$ cat src/rtl/vgpio_pkg.sv
package vgpio_pkg;
  localparam int WORD_W     = 32;
  localparam int TX_BIT     = 0;
  localparam int RX_BIT     = 1;
  localparam int TXDIS_BIT  = 3;
  localparam int RXDIS_BIT  = 4;
  localparam int INTSEL_LSB = 14;
  localparam int TRIG_LSB   = 22;
  localparam int OWN_BIT    = 27;

  typedef enum logic [1:0] {
    TRIG_LEVEL = 2'd0,
    TRIG_EDGE  = 2'd1,
    TRIG_OFF   = 2'd2,
    TRIG_RSVD  = 2'd3
  } trig_e;

  typedef struct packed {
    logic [7:0] intsel;
    trig_e      trig;
    logic       rx_off;
    logic       tx_off;
    logic       tx_val;
  } pad_cfg_t;

  localparam pad_cfg_t CFG_RESET = '{intsel: 8'h00, trig: TRIG_OFF,
                                     rx_off: 1'b0, tx_off: 1'b1, tx_val: 1'b0};

  function automatic pad_cfg_t cfg_from_word(input logic [WORD_W-1:0] w);
    pad_cfg_t c;
    c.intsel = w[INTSEL_LSB +: 8];
    c.trig   = trig_e'(w[TRIG_LSB +: 2]);
    c.rx_off = w[RXDIS_BIT];
    c.tx_off = w[TXDIS_BIT];
    c.tx_val = w[TX_BIT];
    return c;
  endfunction

  function automatic logic [WORD_W-1:0] word_from_cfg(input pad_cfg_t c,
                                                      input logic rx,
                                                      input logic own);
    logic [WORD_W-1:0] w;
    w                  = '0;
    w[INTSEL_LSB +: 8] = c.intsel;
    w[TRIG_LSB +: 2]   = c.trig;
    w[RXDIS_BIT]       = c.rx_off;
    w[TXDIS_BIT]       = c.tx_off;
    w[TX_BIT]          = c.tx_val;
    w[RX_BIT]          = rx;
    w[OWN_BIT]         = own;
    return w;
  endfunction
endpackage

$ cat src/rtl/vgpio_sync.sv
module vgpio_sync #(
  parameter int W = 128
) (
  input  logic         clk,
  input  logic         rst_n,
  input  logic [W-1:0] d,
  output logic [W-1:0] q
);
  logic [W-1:0] s1_q;
  logic [W-1:0] s2_q;

  always_ff @(posedge clk or negedge rst_n) begin
    if (!rst_n) begin
      s1_q <= '0;
      s2_q <= '0;
    end else begin
      s1_q <= d;
      s2_q <= s1_q;
    end
  end

  assign q = s2_q;


  sync_stage_chk: assert property (@(posedge clk) disable iff (!rst_n)
    1'b1 |=> (s2_q == $past(s1_q)));
endmodule

$ cat src/rtl/vgpio_decode.sv
module vgpio_decode #(
  parameter int          ADDR_W     = 12,
  parameter int          NUM_PADS   = 128,
  parameter int unsigned PAD_BASE   = 32'h100,
  parameter int          LOCK_WORDS = 4,
  localparam int         PI_W       = (NUM_PADS   > 1) ? $clog2(NUM_PADS)   : 1,
  localparam int         LI_W       = (LOCK_WORDS > 1) ? $clog2(LOCK_WORDS) : 1
) (
  input  logic [ADDR_W-1:0] addr,
  output logic              hit_base,
  output logic              hit_lock,
  output logic [LI_W-1:0]   lock_idx,
  output logic              hit_pad,
  output logic [PI_W-1:0]   pad_idx
);
  localparam logic [ADDR_W-1:0] PB_W = ADDR_W'(PAD_BASE / 4);
  localparam logic [ADDR_W-1:0] PE_W = ADDR_W'(PAD_BASE / 4 + NUM_PADS);
  localparam logic [ADDR_W-1:0] LE_W = ADDR_W'(LOCK_WORDS);

  logic [ADDR_W-1:0] waddr;
  logic [ADDR_W-1:0] lock_ofs;
  logic [ADDR_W-1:0] pad_ofs;

  always_comb begin
    waddr    = addr >> 2;
    lock_ofs = waddr - ADDR_W'(1);
    pad_ofs  = waddr - PB_W;
    hit_base = (waddr == '0);
    hit_lock = (waddr != '0) && (waddr <= LE_W);
    hit_pad  = (waddr >= PB_W) && (waddr < PE_W);
    lock_idx = LI_W'(lock_ofs);
    pad_idx  = PI_W'(pad_ofs);
  end
endmodule

$ cat src/rtl/vgpio_pad_cell.sv
module vgpio_pad_cell
  import vgpio_pkg::*;
#(
  parameter bit LOCKED = 1'b0,
  parameter bit OWNED  = 1'b1
) (
  input  logic              clk,
  input  logic              rst_n,
  input  logic              wr_sel,
  input  logic [WORD_W-1:0] wdata,
  input  logic              rx_sync,
  output logic [WORD_W-1:0] word,
  output logic              pin_out,
  output logic              pin_oe
);
  pad_cfg_t cfg_q;
  pad_cfg_t cfg_d;
  logic     upd;

  generate
    if (LOCKED) begin : g_frozen
      assign upd = 1'b0;
    end else begin : g_open
      assign upd = wr_sel;

      pad_write_chk: assert property (@(posedge clk) disable iff (!rst_n)
        wr_sel |=> (cfg_q == cfg_from_word($past(wdata))));
    end
  endgenerate

  always_comb begin
    cfg_d = cfg_q;
    if (upd) cfg_d = cfg_from_word(wdata);
  end

  always_ff @(posedge clk or negedge rst_n) begin
    if (!rst_n) cfg_q <= CFG_RESET;
    else if (upd) cfg_q <= cfg_d;
  end

  assign word    = word_from_cfg(cfg_q, rx_sync & ~cfg_q.rx_off, OWNED);
  assign pin_out = cfg_q.tx_val;
  assign pin_oe  = ~cfg_q.tx_off;


  pad_hold_chk: assert property (@(posedge clk) disable iff (!rst_n)
    (!wr_sel || LOCKED) |=> $stable(cfg_q));
endmodule

$ cat src/rtl/vgpio_padcfg.sv
module vgpio_padcfg
  import vgpio_pkg::*;
#(
  parameter int                    NUM_PADS      = 128,
  parameter int                    PADS_PER_WORD = 32,
  parameter int                    ADDR_W        = 12,
  parameter int unsigned           PAD_BASE      = 32'h100,
  parameter logic [NUM_PADS-1:0]   LOCK_INIT     = 128'h8000_0000_0000_0000_0000_0001_0000_0004,
  parameter logic [NUM_PADS-1:0]   OWN_INIT      = 128'hFFFF_FFFF_FFFF_FFFF_FFFF_FFFF_7FFF_FFFF
) (
  input  logic                clk,
  input  logic                rst_n,
  input  logic                wr_en,
  input  logic                rd_en,
  input  logic [ADDR_W-1:0]   addr,
  input  logic [WORD_W-1:0]   wr_data,
  output logic [WORD_W-1:0]   rd_data,
  input  logic [NUM_PADS-1:0] pin_in,
  output logic [NUM_PADS-1:0] pin_out,
  output logic [NUM_PADS-1:0] pin_oe
);
  localparam int LOCK_WORDS = (NUM_PADS + PADS_PER_WORD - 1) / PADS_PER_WORD;
  localparam int PI_W       = (NUM_PADS   > 1) ? $clog2(NUM_PADS)   : 1;
  localparam int LI_W       = (LOCK_WORDS > 1) ? $clog2(LOCK_WORDS) : 1;
  localparam logic [LOCK_WORDS*PADS_PER_WORD-1:0] LOCK_EXT = LOCK_INIT;

  // reset: asserted asynchronously, released through two flops
  logic rst_meta_q;
  logic rst_n_int;
  always_ff @(posedge clk or negedge rst_n) begin
    if (!rst_n) begin
      rst_meta_q <= 1'b0;
      rst_n_int  <= 1'b0;
    end else begin
      rst_meta_q <= 1'b1;
      rst_n_int  <= rst_meta_q;
    end
  end

  logic              hit_base;
  logic              hit_lock;
  logic [LI_W-1:0]   lock_idx;
  logic              hit_pad;
  logic [PI_W-1:0]   pad_idx;

  vgpio_decode #(
    .ADDR_W(ADDR_W), .NUM_PADS(NUM_PADS), .PAD_BASE(PAD_BASE), .LOCK_WORDS(LOCK_WORDS)
  ) u_dec (
    .addr(addr), .hit_base(hit_base), .hit_lock(hit_lock), .lock_idx(lock_idx),
    .hit_pad(hit_pad), .pad_idx(pad_idx)
  );

  logic [NUM_PADS-1:0] rx_sync;
  vgpio_sync #(.W(NUM_PADS)) u_sync (
    .clk(clk), .rst_n(rst_n_int), .d(pin_in), .q(rx_sync)
  );

  logic [WORD_W-1:0] pad_word [NUM_PADS];

  generate
    for (genvar i = 0; i < NUM_PADS; i++) begin : g_pad
      logic sel;
      assign sel = wr_en && hit_pad && (pad_idx == PI_W'(i));
      vgpio_pad_cell #(.LOCKED(LOCK_INIT[i]), .OWNED(OWN_INIT[i])) u_cell (
        .clk(clk), .rst_n(rst_n_int), .wr_sel(sel), .wdata(wr_data),
        .rx_sync(rx_sync[i]), .word(pad_word[i]),
        .pin_out(pin_out[i]), .pin_oe(pin_oe[i])
      );
    end
  endgenerate

  // read path
  logic [WORD_W-1:0] lock_word;
  logic [WORD_W-1:0] rd_mux;
  logic [WORD_W-1:0] rd_data_d;
  logic [WORD_W-1:0] rd_data_q;

  always_comb begin
    lock_word = '0;
    for (int k = 0; k < LOCK_WORDS; k++) begin
      if (lock_idx == LI_W'(k)) lock_word = WORD_W'(LOCK_EXT[k*PADS_PER_WORD +: PADS_PER_WORD]);
    end
  end

  always_comb begin
    rd_mux = '0;
    if (hit_base)      rd_mux = PAD_BASE;
    else if (hit_lock) rd_mux = lock_word;
    else if (hit_pad)  rd_mux = pad_word[pad_idx];
  end

  always_comb begin
    rd_data_d = rd_data_q;
    if (rd_en) rd_data_d = rd_mux;
  end

  always_ff @(posedge clk or negedge rst_n_int) begin
    if (!rst_n_int) rd_data_q <= '0;
    else if (rd_en) rd_data_q <= rd_data_d;
  end

  assign rd_data = rd_data_q;


  base_read_chk: assert property (@(posedge clk) disable iff (!rst_n_int)
    (rd_en && hit_base) |=> (rd_data == PAD_BASE));

  unmapped_zero_chk: assert property (@(posedge clk) disable iff (!rst_n_int)
    (rd_en && !hit_base && !hit_lock && !hit_pad) |=> (rd_data == '0));

  rd_hold_chk: assert property (@(posedge clk) disable iff (!rst_n_int)
    !rd_en |=> $stable(rd_data));
endmodule

$ cat config.mk
export PLATFORM = sky130hd
export DESIGN_NAME = vgpio_padcfg
export DESIGN_NICKNAME = d
export VERILOG_FILES = /design/src/rtl/vgpio_pkg.sv /design/src/rtl/vgpio_sync.sv /design/src/rtl/vgpio_decode.sv /design/src/rtl/vgpio_pad_cell.sv /design/src/rtl/vgpio_padcfg.sv
export SDC_FILE = /design/constraint.sdc
export NUM_CORES = 2
export LEC_CHECK = 0
export BUFFER_PORTS_ARGS = -buffer_cell sky130_fd_sc_hd__clkbuf_2
export CAP_MARGIN = 20
export CORE_ASPECT_RATIO = 0.8
export CORE_UTILIZATION = 55
export DETAILED_ROUTE_END_ITERATION = 10
export MAX_ROUTING_LAYER = met4
export PLACE_DENSITY = 0.71
export SYNTH_ARGS = -nofsm -noshare
export SYNTH_HDL_FRONTEND = slang
export SYNTH_HIERARCHICAL = 1
export SYNTH_SLANG_ARGS = --single-unit
$ cat constraint.sdc
create_clock -name clk -period 67.5 [get_ports clk]
set_input_delay 3.375 -clock clk [delete_from_list [all_inputs] [get_ports clk]]
set_output_delay 3.375 -clock clk [all_outputs]
set_load 0.02 [all_outputs]
## After elaboration in Yosys (flattened, before gate mapping)

Cells that the tools add are included.

- $add $sub $neg: 2
- Multiply operators: 0
- Div/mod/pow operators: 0
- $lt $le $gt $ge: 4
- Eq/ne operators: 127
- Shifts and indexed selects: 0
- Multiplexer cells: 10
- Bitwise logic cells: 376
- Reduce and logical (&&, ||, !) cells: 132

Operators by type and width:

| cell | count |
|---|---|
| 7-bit equality test (second input constant) | 63 |
| 1-bit inverter | 250 |
| 32-bit binary-select mux with 7-bit select | 1 |
| 32-bit two-way mux | 7 |
| 7-bit by 6-bit equality test with 1-bit output (second input constant) | 31 |
| 1-bit logical AND | 128 |
| 1-bit AND | 125 |
| 7-bit by 5-bit equality test with 1-bit output (second input constant) | 16 |
| 7-bit by 4-bit equality test with 1-bit output (second input constant) | 8 |
| 7-bit by 3-bit equality test with 1-bit output (second input constant) | 4 |
| 12-bit logical NOT | 1 |
| 12-bit nonzero test | 1 |
| 10-bit by 7-bit >= comparator with 1-bit output (second input constant) | 1 |
| 10-bit by 3-bit <= comparator with 1-bit output (second input constant) | 1 |
| 10-bit by 8-bit less-than comparator with 1-bit output (second input constant) | 1 |
| 8-bit >= comparator (second input constant) | 1 |
| 7-bit inverter with 8-bit output | 1 |
| 7-bit by 1-bit equality test with 1-bit output (second input constant) | 1 |
| 7-bit by 2-bit equality test with 1-bit output (second input constant) | 1 |
| 7-bit logical NOT | 1 |
| 7-bit subtractor (second input constant) | 1 |
| 3-bit two-way mux | 2 |
| 2-bit equality test (second input constant) | 2 |
| 2-bit by 1-bit equality test with 1-bit output (second input constant) | 1 |
| other kinds (2) | 2 |

- Register bits after elaboration: 1915
- Latch bits: 0
- Bits in writable memories: 0
- Bits in read-only memories: 0
- Input port bits: 176
- Logic and storage cells: 1281
- Memories: 0

## Logic depth before layout (Yosys ltp)

- Depth after elaboration: 8
- Depth in mapped cells: 13
- Mapped depth without buffers: 10

## Cells and area by module

Netlist, hierarchy kept.

By module, submodules not included:

| module | instances | cells an instance | area each (sq um) |
|---|---|---|---|
| vgpio_pad_cell at g_pad[0].u_cell ... | 124 | 50 | 683.2 |
| vgpio_padcfg | 1 | 2449 | 34688.3 |
| vgpio_sync | 1 | 256 | 6406.1 |
| vgpio_pad_cell at g_pad[127].u_cell ... | 3 | 36 | 262.8 |
| vgpio_pad_cell at g_pad[31].u_cell | 1 | 49 | 679.4 |
| vgpio_decode | 1 | 19 | 133.9 |

## Worst setup path before layout

No wires, ideal clock.

- Kind: input port to flip-flop
- Start point: in addr[3]
- End point: reg g_pad[12].u_cell.cfg_q, in the netlist g_pad[12].u_cell/word[14]
- Setup time: 0.125 ns
- Data arrival time: 5.936 ns
- Slack: 61.439 ns
- Cell stages on the path: 12
- Buffers on the path: 9
- Cells stage by stage: buf_4 buf_2 buf_4 buf_2 buf_2 buf_2 buf_4 or2_2 clkbuf_1 nor3_1 buf_6 mux2_4

- Longest elaborated chain between the ends: 4
- Elaborated cells between the ends (all ways): 7

Ends and longest elaborated chain:

| what | line | text |
|---|---|---|
| start: declaration | vgpio_padcfg.sv:15 | `input logic [ADDR_W-1:0] addr,` |
| parallel branches: the longest is 3 deep, another holds 7-bit subtractor | -- |  |
| 1-bit logical AND (*) | vgpio_padcfg.sv:63 | `assign sel = wr_en && hit_pad && (pad_idx == PI_W'(i));` |
| net g_pad[12].sel | vgpio_padcfg.sv:62 | `logic sel;` |
| end signal: assignment | vgpio_pad_cell.sv:38 | `else if (upd) cfg_q <= cfg_d;` |
| end: declaration | vgpio_pad_cell.sv:16 | `pad_cfg_t cfg_q;` |

Mark *: on every way through the listed nets, which the timed path passes.
A chain may end at the register's enable or synchronous reset.

## Final worst setup path

- Start point: in addr[2]
- End point: reg rd_data_q[1], in the netlist rd_data[1]

- Longest elaborated chain between the ends: 8
- Elaborated cells between the ends (all ways): 22

Ends and longest elaborated chain:

| what | line | text |
|---|---|---|
| 7-bit subtractor | vgpio_decode.sv:27 | `pad_ofs = waddr - PB_W;` |
| 7-bit inverter with 8-bit output (implied by the code) | vgpio_padcfg.sv:89 | `else if (hit_pad) rd_mux = pad_word[pad_idx];` |
| 32-bit binary-select mux with 7-bit select | vgpio_padcfg.sv:89 |  |
| 32-bit two-way mux (implied by the code) (2 in a row) | vgpio_padcfg.sv:89 |  |
| 32-bit two-way mux | vgpio_padcfg.sv:89 |  |
| 32-bit two-way mux | vgpio_padcfg.sv:88 | `else if (hit_lock) rd_mux = lock_word;` |
| 32-bit two-way mux (*) | vgpio_padcfg.sv:87 | `if (hit_base) rd_mux = PAD_BASE;` |
| end signal: assignment | vgpio_padcfg.sv:99 | `else if (rd_en) rd_data_q <= rd_data_d;` |
| end: declaration | vgpio_padcfg.sv:76 | `logic [WORD_W-1:0] rd_data_q;` |

Every way passes the cells marked *; elsewhere a longest branch is shown, timed or not. The select of a mux whose other input is x is not followed.

==> summary.md <==
| Metric | Value |
|---|---|
| Slowest stage cell, crit path | buf_4 |
| Row count | 157 |
| CP top delay family | buffers and inverters |
| Final core utilization | 56.0% |
| Fin crit period | 7.90 ns |
| Drt drc | 0 |
| Setup violations, final | 0 |
| First-pass GRT wire length | 467000 um |
| Gr usage total | 27.8% |
| Chip width | 540 um |
| Worst reg2reg path startpoint | rst_n_int |
| Routed WL | 312000 um |
| Clock input transition at the sequential cells of the worst setup and hold paths | 0.08 ns |
| DIE AREA | 234000 um^2 |
| CTS Buf Count | 196 |
| Largest net degree at the start of global routing | 199 |
| CTS tree | yes |
| Area grow syn2layout | 0.944% |
| Status | finished, final reports clean |
| Vias in the first global route | 70300 |
| Post-route insts no fill | 12300 |
| Clock Path Buffers | 4 |
| CP Cell Sequence | buf_12 > buf_12 > buf_4 > buf_4 > buf_4 > mux4_2 > mux4_2 > a22o_1 > a211oi_1 > o2bb2ai_1 |
| Synth Warn # | 6 |
| Peak VDD IR | 0.0000209 V |
| Initial antenna violation count | 13 |
| CTS HTree Levels | 4 |
| Actual slew at the worst max-slew pin | 1.24 ns |
| Io pins | 464 |
| Crit path to | rd_data[1] |
| Initial Util | 55.5% |
| Routed WL per cell | 25.5 um |
| CP Max Fanout | 90 |
| Setup TNS | 0 ns |
| Critical Path Source Type | input pin |
| FF/Latch Area | 48200 um^2 |
| Fin. max-slew vios | 0 |
| Placer Congestion | 0.885 |
| Hold/Removal Path Class | reg -> reg |
| Unrepaired setup endpoints after global routing | false |
| Core area | 229000 um^2 |
| Cell mode on critical path | buf_4 |
| Peak Freq | 127 MHz |
| Total design power | 0.00263 W |
| Cell area power density | 20.4 nW/um^2 |
| Critical Path RT | 68.25 ns |
| Placed insts | 11900 |
| DP HPWL | 206000 um |
| Slew HR | 16.7% |
| Syn Inst Count | 9078 |
| Setup crit start | addr[2] |
| Grt ovf | 0 |
| RR Endpoint | u_sync/s1_q[29] |
| Worst path depth | 10 |
| Final net count | 9243 |
| Multi-input logic area | 64900 um^2 |
| Iteration-0 DRC Markers | 6070 |
| Layout cell share with drive strength beyond 1 | 45.0% |
| Drt pass-1 iters | 6 |
| Clk_lat worst skew | 0.90 ns |
| Post-Route Skew | 0.0912 ns |
| Antenna viol nets, final | 0 |
| CP Capture Type | register |
| Final Hold Fails | 0 |
| Clk sink count | 1915 |
| Data arrival, critical path | 8.65 ns |
| Post-CTS setup buffers | 0 |
| IO buf count | 436 |
| Leak | 58.9 nW |
| Max-cap check violation count | 0 |
| Cts hold-fix bufs | 0 |
| CP max stage delay | 0.81 ns |
| Root Buffer | clkbuf_16 |
| R2R Setup Slk | 62.06 ns |
| Chip height | 432 um |
| Crit Path Class | in -> reg |
| Buffers & Inverters on Critical Path | 5 |
| Final worst path period share | 11.7% |
| Number of cells on the worst reg-to-reg path | 5 |
| Vias per inst | 5.50 |
| Syn_area_per_cell | 14.0 um^2 |
| Synthesized area | 127000 um^2 |
| Number of gates resized after cts | 0 |
| Fillers | 17900 |
| DR vias | 67400 |
worst register-to-register path, delay by kind of cell, from the launching register on:
| kind | cells | cell delay, ns |
|---|---|---|
| buffers and inverters | 5 | 4.40 |
| DFF | 1 | 1.00 |
layout make-up:
type / instances / area share (%)
Clock buffer: 276 / 4.34
Multi-Input combinational cell: 6139 / 50.5
Tap cell: 3021 / 2.94
Timing Repair Buffer: 677 / 3.47
Antenna cell: 7 / 0.0136
Clock inverter: 80 / 0.849
Sequential cell: 1915 / 37.5
Inverter: 137 / 0.400
layout by cell type (no fill, tap or decap), types with 34 or more instances in the layout:
master and count:
conb_1 2350, clkbuf_2 419, mux2i_1 178, buf_4 221, mux4_2 1134, nand2_1 54
clkbuf_1 44, a22oi_1 69, mux2_2 381, clkbuf_8 35, a21oi_1 34, o211ai_1 38
nor2_1 45, dfrtp_1 1664, clkinv_2 35, mux2_4 1250, clkbuf_16 197, nor2b_1 156
inv_1 133, dfstp_2 250, nor2_2 86, a211oi_1 45
per-layer routing:
layer	part of all wire [%]	global-route usage [%]
met1	41	36.6
met4	4.4	10.4
met3	7.1	5.64
met5	0	-
met2	47	42.7
metrics by stage:
step	area [um^2]	hold WS (ns)	worst slack (ns)
CTS	128000	0.315	59.44
detailed placement	122000	0.335	58.49
finish	129000	0.314	59.60
floorplan	135000	0.331	10.60
global placement	121000	0.332	58.59
global route	129000	0.327	59.08
worst min path at each step:
stage                                start            end  cells after the start
final                      u_sync/s1_q[20]   u_sync/q[20]                      0
after global routing       u_sync/s1_q[20]   u_sync/q[20]                      0
after CTS                  u_sync/s1_q[20]   u_sync/q[20]                      0
after detailed placement  u_sync/s1_q[115]  u_sync/q[115]                      0
after global placement    u_sync/s1_q[113]  u_sync/q[113]                      0
after floorplan                 rst_meta_q      rst_n_int                      0
report_power, final:
group          internal (W)  total, W  switching [W]
logic              0.000132  0.000296       0.000164
registers           0.00117   0.00119      0.0000147
clock network      0.000663   0.00114       0.000478
total               0.00197   0.00263       0.000656
registers in the layout, summed over array words and instances, names as in the netlist:
signal,count
g_pad.u_cell/word,1500
rd_data,32
u_sync/s1_q,128
rst_n_int,1
rst_meta_q,1
g_pad.u_cell/pin_out,125
u_sync/q,128
Note: power is estimated with default switching activity, not from simulation.
